## config.mk

```make
export PLATFORM = sky130hd
export DESIGN_NAME = isl_top
export DESIGN_NICKNAME = d
export VERILOG_FILES = /design/src/rtl/isl_pkg.sv /design/src/rtl/isl_sync.sv /design/src/rtl/isl_mode_regs.sv /design/src/rtl/isl_flag_cell.sv /design/src/rtl/isl_top.sv
export SDC_FILE = /design/constraint.sdc
export NUM_CORES = 1
export LEC_CHECK = 0
export BUFFER_PORTS_ARGS = -buffer_cell sky130_fd_sc_hd__buf_2
export CORE_MARGIN = 10
export CORE_UTILIZATION = 60
export CTS_CLUSTER_DIAMETER = 60
export CTS_CLUSTER_SIZE = 14
export DETAILED_ROUTE_END_ITERATION = 8
export PLACE_DENSITY_LB_ADDON = 0.08
export SLEW_MARGIN = 25
export SYNTH_ARGS = -nofsm -noshare
export SYNTH_HDL_FRONTEND = slang
export SYNTH_HIERARCHICAL = 1
export SYNTH_SLANG_ARGS = --single-unit
```

## constraint.sdc

```tcl
create_clock -name clk -period 2.65 [get_ports clk]
set_clock_uncertainty 0.1 [all_clocks]
set_input_delay 0 -clock clk [delete_from_list [all_inputs] [get_ports clk]]
set_output_delay 0 -clock clk [all_outputs]
set_load 0.05 [all_outputs]
```

## src/rtl/isl_pkg.sv

```systemverilog
package isl_pkg;
  localparam logic [1:0] SNS_LEVEL = 2'd0;
  localparam logic [1:0] SNS_FALL  = 2'd1;
  localparam logic [1:0] SNS_RISE  = 2'd2;
  localparam logic [1:0] SNS_BOTH  = 2'd3;
  localparam int MODE_LSB = 2;
endpackage

```

## src/rtl/isl_sync.sv

```systemverilog
module isl_sync #(
  parameter int WIDTH = 8
) (
  input  logic             clk,
  input  logic             rst_n,
  input  logic [WIDTH-1:0] d,
  output logic [WIDTH-1:0] q
);
  logic [WIDTH-1:0] meta;

  always_ff @(posedge clk) begin
    if (!rst_n) begin
      meta <= '0;
      q    <= '0;
    end else begin
      meta <= d;
      q    <= meta;
    end
  end
endmodule

```

## src/rtl/isl_mode_regs.sv

```systemverilog
module isl_mode_regs import isl_pkg::*; #(
  parameter int                 NUM_SRC    = 96,
  parameter int                 EXT_BASE   = 64,
  parameter int                 EXT_CNT    = 32,
  parameter logic [NUM_SRC-1:0] LEVEL_MASK = '0,
  localparam int                EXT_IW     = (EXT_CNT > 1) ? $clog2(EXT_CNT) : 1
) (
  input  logic                    clk,
  input  logic                    rst_n,
  input  logic                    cfg_we,
  input  logic [EXT_IW-1:0]       cfg_idx,
  input  logic [1:0]              cfg_wmode,
  output logic [NUM_SRC-1:0][1:0] mode_o,
  output logic [7:0]              cfg_rdata
);
  for (genvar i = 0; i < NUM_SRC; i++) begin : g_src
    localparam logic [1:0] DEF = LEVEL_MASK[i] ? SNS_LEVEL : SNS_RISE;
    if (i >= EXT_BASE && i < EXT_BASE + EXT_CNT) begin : g_ext
      logic [1:0] r;
      always_ff @(posedge clk) begin
        if (!rst_n) r <= DEF;
        else if (cfg_we && cfg_idx == EXT_IW'(i - EXT_BASE)) r <= cfg_wmode;
      end
      assign mode_o[i] = r;
    end else begin : g_fix
      assign mode_o[i] = DEF;
    end
  end

  always_comb begin
    cfg_rdata = 8'h00;
    if (int'(cfg_idx) < EXT_CNT)
      cfg_rdata[MODE_LSB +: 2] = mode_o[EXT_BASE + int'(cfg_idx)];
  end

  a_r7_window_write: assert property (@(posedge clk) disable iff (!rst_n)
    (cfg_we && cfg_idx == '0) |=> (mode_o[EXT_BASE] == $past(cfg_wmode)));
endmodule

```

## src/rtl/isl_flag_cell.sv

```systemverilog
module isl_flag_cell import isl_pkg::*; (
  input  logic       clk,
  input  logic       rst_n,
  input  logic       s,
  input  logic [1:0] mode,
  input  logic       sw_clr,
  input  logic       ack_clr,
  output logic       flag,
  output logic       set_ev,
  output logic       lvl_low
);
  logic prev;
  logic issue;

  always_comb begin
    case (mode)
      SNS_LEVEL: issue = s;
      SNS_FALL:  issue = prev & ~s;
      SNS_RISE:  issue = ~prev & s;
      default:   issue = prev ^ s;
    endcase
  end

  assign set_ev  = issue & ~flag;
  assign lvl_low = (mode == SNS_LEVEL) & ~s;

  always_ff @(posedge clk) begin
    if (!rst_n) begin
      prev <= 1'b0;
      flag <= 1'b0;
    end else begin
      prev <= s;
      if (issue)                    flag <= 1'b1;
      else if (mode == SNS_LEVEL)   flag <= 1'b0;
      else if (sw_clr || ack_clr)   flag <= 1'b0;
    end
  end

  a_r2_level_low_clears: assert property (@(posedge clk) disable iff (!rst_n)
    (mode == SNS_LEVEL && !s) |=> !flag);
  a_r5_edge_sw_clear: assert property (@(posedge clk) disable iff (!rst_n)
    (mode != SNS_LEVEL && sw_clr && !set_ev && !(mode == SNS_RISE && !prev && s)
     && !(mode == SNS_FALL && prev && !s) && !(mode == SNS_BOTH && prev != s)) |=> !flag);
endmodule

```

## src/rtl/isl_top.sv

```systemverilog
module isl_top import isl_pkg::*; #(
  parameter int                 NUM_SRC    = 96,
  parameter int                 EXT_BASE   = 64,
  parameter int                 EXT_CNT    = 32,
  parameter logic [NUM_SRC-1:0] LEVEL_MASK = 96'h0000_0003_0000_0000_0000_0008,
  localparam int                SRC_IW     = $clog2(NUM_SRC),
  localparam int                EXT_IW     = (EXT_CNT > 1) ? $clog2(EXT_CNT) : 1
) (
  input  logic               clk,
  input  logic               rst_n,
  input  logic [NUM_SRC-1:0] irq_in,
  input  logic               cfg_we,
  input  logic [EXT_IW-1:0]  cfg_idx,
  input  logic [1:0]         cfg_wmode,
  output logic [7:0]         cfg_rdata,
  input  logic               flag_we,
  input  logic [SRC_IW-1:0]  flag_idx,
  input  logic [7:0]         flag_wdata,
  output logic [7:0]         flag_rdata,
  input  logic               grant_valid,
  input  logic [SRC_IW-1:0]  grant_id,
  input  logic               ack,
  output logic               notify_valid,
  output logic [SRC_IW-1:0]  notify_id,
  output logic               busy,
  output logic [SRC_IW-1:0]  busy_id,
  output logic               withdraw
);
  logic [NUM_SRC-1:0]      s_irq;
  logic [NUM_SRC-1:0][1:0] mode;
  logic [NUM_SRC-1:0]      flags, set_ev, lvl_low, sw_clr, ack_clr;
  logic                    any_set;
  logic [SRC_IW-1:0]       first_set;
  logic                    wd_hit;

  isl_sync #(.WIDTH(NUM_SRC)) u_sync (
    .clk(clk), .rst_n(rst_n), .d(irq_in), .q(s_irq));

  isl_mode_regs #(.NUM_SRC(NUM_SRC), .EXT_BASE(EXT_BASE), .EXT_CNT(EXT_CNT),
                  .LEVEL_MASK(LEVEL_MASK)) u_modes (
    .clk(clk), .rst_n(rst_n), .cfg_we(cfg_we), .cfg_idx(cfg_idx),
    .cfg_wmode(cfg_wmode), .mode_o(mode), .cfg_rdata(cfg_rdata));

  for (genvar i = 0; i < NUM_SRC; i++) begin : g_cell
    assign sw_clr[i]  = flag_we && (flag_idx == SRC_IW'(i)) && (flag_wdata == 8'h00);
    assign ack_clr[i] = ack && busy && (busy_id == SRC_IW'(i));
    isl_flag_cell u_cell (
      .clk(clk), .rst_n(rst_n), .s(s_irq[i]), .mode(mode[i]),
      .sw_clr(sw_clr[i]), .ack_clr(ack_clr[i]),
      .flag(flags[i]), .set_ev(set_ev[i]), .lvl_low(lvl_low[i]));
  end

  always_comb begin
    first_set = '0;
    for (int i = NUM_SRC - 1; i >= 0; i--)
      if (set_ev[i]) first_set = SRC_IW'(i);
  end
  assign any_set = |set_ev;

  always_comb begin
    flag_rdata = 8'h00;
    if (int'(flag_idx) < NUM_SRC) flag_rdata[0] = flags[flag_idx];
  end

  assign wd_hit = busy && lvl_low[busy_id];

  always_ff @(posedge clk) begin
    if (!rst_n) begin
      notify_valid <= 1'b0;
      notify_id    <= '0;
      busy         <= 1'b0;
      busy_id      <= '0;
      withdraw     <= 1'b0;
    end else begin
      notify_valid <= any_set;
      notify_id    <= first_set;
      withdraw     <= wd_hit;
      if (ack || wd_hit) begin
        busy <= 1'b0;
      end else if (grant_valid && !busy && int'(grant_id) < NUM_SRC) begin
        busy    <= 1'b1;
        busy_id <= grant_id;
      end
    end
  end

  a_r9_notify_has_flag: assert property (@(posedge clk) disable iff (!rst_n)
    notify_valid |-> flags[notify_id]);
  a_r11_withdraw_frees: assert property (@(posedge clk) disable iff (!rst_n)
    withdraw |-> !busy);
  a_r10_busy_id_held: assert property (@(posedge clk) disable iff (!rst_n)
    busy |=> (!busy || $stable(busy_id)));
  a_r11_withdraw_clears_flag: assert property (@(posedge clk) disable iff (!rst_n)
    withdraw |-> !flags[$past(busy_id)]);
endmodule

```

# Yosys cells after proc, flatten, opt, wreduce, memory -nomap -nowiden
# Cells that the tools add are included.
# Widths: inputs -> output; s select.
[op_classes]
add_sub_neg = 1
order_cmp = 5
n_eq_ne = 283
n_mux = 358
n_bitwise = 513
reduce_logical = 559
[ops]
columns = ["operator", "n"]
rows = [
  ["$eq 7x6->1 const B", 64],
  ["$eq 7x7->1 const B", 64],
  ["$logic_and 1x1->1", 321],
  ["$and 1x1->1", 255],
  ["$mux 1", 227],
  ["$not 1->1", 226],
  ["$eq 7x5->1 const B", 32],
  ["$mux 7", 32],
  ["$mux 6", 32],
  ["$reduce_bool 2->1", 63],
  ["$eq 7x4->1 const B", 16],
  ["$logic_or 1x1->1", 96],
  ["$pmux 1 s3", 32],
  ["$reduce_bool 3->1", 32],
  ["$reduce_or 96->1", 1],
  ["$eq 5x5->1 const B", 16],
  ["$mux 5", 16],
  ["$reduce_or 65->1", 1],
  ["$eq 2x1->1 const B", 32],
  ["$eq 2x2->1 const B", 32],
  ["$logic_not 2->1", 32],
  ["$eq 7x3->1 const B", 8],
  ["$eq 5x4->1 const B", 8],
  ["$reduce_or 33->1", 1],
  ["25 further kinds", 80],
]
[totals]
register_bits = 464
input_bits = 131
out_inout_bits = 33
word_cells = 1955

# Logic depth before layout (Yosys ltp)
[logic_depth]
depth_word = 99
ltp_mapped = 12
mapped_depth_nobuf = 12

# Hierarchy
# The synthesis kept the hierarchy.
[modules_own_cells]
columns = ["mod", "instances", "cells_each", "area_per_inst_um2", "seq_area_each_um2"]
rows = [
  ["isl_flag_cell", 96, 18, 165.2, 40.0],
  ["isl_sync", 1, 405, 5275.1, 3843.7],
  ["isl_top", 1, 693, 4501.8, 340.3],
  ["isl_mode_regs", 1, 508, 4216.5, 1281.2],
]

# Worst setup path before layout
# Ideal clock, no wire load.
[synth_timing]
kind = "input port to output port"
start = "in cfg_idx[1]"
end = "out cfg_rdata[2]"
t_arrival_ns = 2.603
t_required_ns = 2.550
slack_ns = -0.053
cell_stages = 7
n_path_buf = 3
cell_sequence = "buf_2 buf_4 buf_4 mux2i_1 a22oi_1 nand2_1 o311ai_0"
[synth_via]
elab_chain_cells = 4
[synth_rtl]
columns = ["item", "line_no", "text"]
rows = [
  ["from (decl)", "isl_top.sv:13", "input logic [EXT_IW-1:0] cfg_idx,"],
  ["$add 7x5->8", "isl_mode_regs.sv:33", "cfg_rdata[MODE_LSB +: 2] = mode_o[EXT_BASE + int'(cfg_idx)];"],
  ["$bmux 2 s7", "isl_mode_regs.sv:33", ""],
  ["$mux 2 (implied by the code) (2 in series)", "isl_mode_regs.sv:33", ""],
  ["to (decl)", "isl_top.sv:15", "output logic [7:0] cfg_rdata,"],
]
# Every way passes these cells. The select of a mux whose other input is x is not followed.

# Final worst setup path
[layout_timing]
start = "reg g_cell[11].u_cell.flag"
end = "out flag_rdata[0]"
[layout_via]
elab_chain_cells = 3
[layout_rtl]
columns = ["item", "line_no", "text"]
rows = [
  ["from (decl)", "isl_flag_cell.sv:8", "output logic flag,"],
  ["from (signal assigned)", "isl_flag_cell.sv:30", "flag <= 1'b0;"],
  ["from (signal assigned)", "isl_flag_cell.sv:33", "if (issue) flag <= 1'b1;"],
  ["from (signal assigned)", "isl_flag_cell.sv:34", "else if (mode == SNS_LEVEL) flag <= 1'b0;"],
  ["$bmux 1 s7", "isl_top.sv:62", "if (int'(flag_idx) < NUM_SRC) flag_rdata[0] = flags[flag_idx];"],
  ["$mux 1 (implied by the code)", "isl_top.sv:62", ""],
  ["$mux 1", "isl_top.sv:62", ""],
  ["to (decl)", "isl_top.sv:19", "output logic [7:0] flag_rdata,"],
]
# Every way passes these cells. The select of a mux whose other input is x is not followed.

==> run summary <==
mux cell area share after synthesis = 14.4%
largest net degree at the start of global routing = 76
Crit path buffers/inverters = 1
most common cell after layout, fill and taps aside = dfxtp_1
number of synthesized flops with an enable pin = 0
Mapped Avg Cell Area = 8.95 sq um
first-pass GRT wire length = 145000 um
CP delay by family, top = multiplexers
placed insts = 4314
number of remaining DRC errors = 0
area grow syn2layout = 20.3%
clock latency on the worst-skew pair = 600 ps
DP HPWL = 69900 um
Worst setup SP type = flop
RePlAce Congestion = 1.01
post-synthesis simple-gate area fraction = 25.4%
Synth Flop Type = dfxtp_1
Post-Syn Area = 0.0298 sq mm
Warnings, synthesis = 6
r2r setup slk = -130 ps
Critical Path Max Stage Delay = 530 ps
Final Hold Fails = 0
1st-iter DRT viols = 2058
setup TNS = -330 ps
Worst Path Required = 2550 ps
Worst Hold End = u_sync/meta[62]$_SDFF_PN0_
Worst path most repeated cell = mux4_2
Yosys reg bits = 465
via/cell ratio = 5.74
critical path class = reg2out
worst hold slack = 43.3 ps
worst rel slew slack = 46.9%
core area = 0.0491 sq mm
Overall Power = 17200 uW
CTS tree = built
f_max = 0.358 GHz
Synth area leaders = dfxtp_1 31%, ha_1 8.0%, mux2i_1 6.4%, and2_1 6.1%, mux2_4 4.8%
Worst Path Max Fanout = 3
worst hold start = irq_in[62]
Sinks on Clock Net = 465
top-area cell type share of the netlist area = 31.2%
H-tree lvl count = 2
Max Root-Sink Buffers = 3
root buf cell = clkbuf_16
main combinational cell family by area after synthesis = simple AND/OR/NAND/NOR gates
Setup crit end kind = output port
Yosys cell types = 66
failing checks = setup timing
Die H = 243 um
DR vias = 26100
initial antenna violation count = 2
CTS buffer count = 45
overall die width = 243 um
port bufs = 150
xor and xnor area share after synthesis = 0%
RSZ-0062 raised after global routing = yes
reg2reg start = u_modes/g_src[94].g_ext.r[1]$_SDFFE_PN1P_
full die area = 0.0591 sq mm
Synth Area in Adders = 8.05%
initial core utilization = 60.9%
# Max-Cap Violations = 0
Synth Instances = 3334
Overall Global Routing Usage = 30.8%
area leader, netlist = dfxtp_1
endpoints failing setup = 3
per-cell routed wire length = 21.0 um
Worst-path clk slew = 70 ps
global route total overflow = 0
fin util = 73.2%
sequential share of the synthesized area = 31.2%
Final WS setup = -145 ps
fin crit share = 105%
slew at the pin closest to its max-slew limit = 794 ps
peak supply drop = 584 uV
Pre-antenna DRT Iters = 7
outcome = complete, but fails checks
nets = 4174
Routed WL = 95500 um
crit-path cells = mux4_2 -> mux4_2 -> nor3b_4 -> a311oi_2 -> o21ai_2 -> buf_6
Crit path arrival time = 2690 ps
Async SR Flop Fraction = 0%
row count = 81
vias in the first global route = 25700
Hold Path Depth = 3
layout cells sized above 1 = 24.4%
reg-to-reg endpoint = notify_id[0]$_SDFF_PP0_
leakage = 0.0152 uW
Fillers = 3759
Min Clock Period, post-route = 2790 ps
slowest stage cell, crit path = mux4_2
I/O pins = 164
pwr dens = 478 mW/mm^2
r2r worst-path depth = 10
final cell count without fillers = 4539
Final ANT Viol Nets = 0
Slew Viols, Final = 0
Crit path depth = 6
complex-gate fraction of the synthesized area = 11.7%
commonest non-fill, non-tap cells in the layout = 426 x dfxtp_1, 304 x inv_1, 290 x and2_1
HP Class = in2reg
==> Yosys cell counts (4+ instances only) <==
cell	number
dfxtp_1	465
inv_1	308
and2_1	290
nor2_1	277
nand2_1	211
ha_1	192
mux2i_1	191
buf_4	149
o21ai_0	134
nor3_1	119
nand3b_1	100
o211ai_1	99
a211oi_2	97
mux2_4	96
nor2_2	96
nor4bb_1	96
nand3_1	58
clkbuf_1	42
mux4_2	42
nor2b_1	37
a21oi_1	30
nor4_1	26
buf_6	21
a21boi_0	19
a22oi_1	19
buf_2	11
nand2b_1	8
a22o_1	7
buf_1	7
a211oi_1	6
nand4_1	6
o31ai_1	6
a31oi_1	5
and3_1	5
nor3b_1	5
or4_1	5
o21bai_1	4
or3_1	4
==> where the power goes <==
group | switching [uW] | internal (uW)
Combinational | 1780 | 1430
Clock | 2930 | 3510
Sequential | 240 | 7280
Total | 4950 | 12200
==> logic make-up after synthesis <==
kind of cell | Yosys count
compound gates | 449
other cells | 3
flops | 465
buf+inv | 539
simple gates | 1357
fa+ha+maj | 192
mux | 329
==> layout make-up <==
cell class                      instances  area, sq um  share of cell area [%]
Antenna cell                            2         5.00                  0.0139
Clock buffer                           53         1230                    3.42
Clock inverter                         16          174                   0.484
Inverter                              309         1160                    3.23
Multi-Input combinational cell       2468        18800                    52.2
Sequential cell                       465         9370                    26.1
Tap cell                              664          831                    2.31
Timing Repair Buffer                  562         4390                    12.2
==> state kept, by name (all words and copies together) (netlist names) <==
signal / flops
busy_id: 7
notify_id: 7
busy: 1
withdraw: 1
u_modes/g_src.g_ext.r: 64
g_cell.u_cell/flag: 96
u_sync/q: 96
notify_valid: 1
u_sync/meta: 96
g_cell.u_cell/prev: 96
==> stage by stage <==
step	setup slack, ps	area (sq um)
6_report	-145	35900
5_1_grt	-223	35900
4_1_cts	-205	35400
3_3_place_gp	-252	32500
3_5_place_dp	-275	32500
2_1_floorplan	147	30400
==> tightest hold or removal path: cells and delay by family <==
family	cells	cell delay [ps]
buf+inv	2	600
simple gates	1	110
==> repair_timing <==
item,in CTS,in global routing
pin swaps,10,44
setup endpoints to repair,7,10
gates resized for setup,27,118
hold buffers,138,0
endpoints found under the hold margin,188,0
setup buffers,1,15
==> how the worst max path moves through the flow <==
stage,startpoint,to,slack [ps]
2_1_floorplan,busy_id[0]$_SDFFE_PN0P_,busy$_SDFFE_PP0P_,150
3_3_place_gp,u_sync/q[95]$_SDFF_PN0_,notify_id[0]$_SDFF_PP0_,-250
3_5_place_dp,u_sync/q[95]$_SDFF_PN0_,notify_id[0]$_SDFF_PP0_,-270
4_1_cts,g_cell[31].u_cell/flag$_SDFFE_PN0P_,flag_rdata[0],-200
5_1_grt,u_sync/q[95]$_SDFF_PN0_,notify_id[0]$_SDFF_PP0_,-220
6_report,g_cell[11].u_cell/flag$_SDFFE_PN0P_,flag_rdata[0],-140
==> layer usage <==
metal	track usage [%]	up-vias	wire, um
met3	5.51	276	7510
met2	50.1	1070	43700
li1	-	12300	-
met5	0	-	0
met1	38.4	12400	38900
met4	16.5	0	5400
Note: power is estimated with default switching activity, not from simulation.
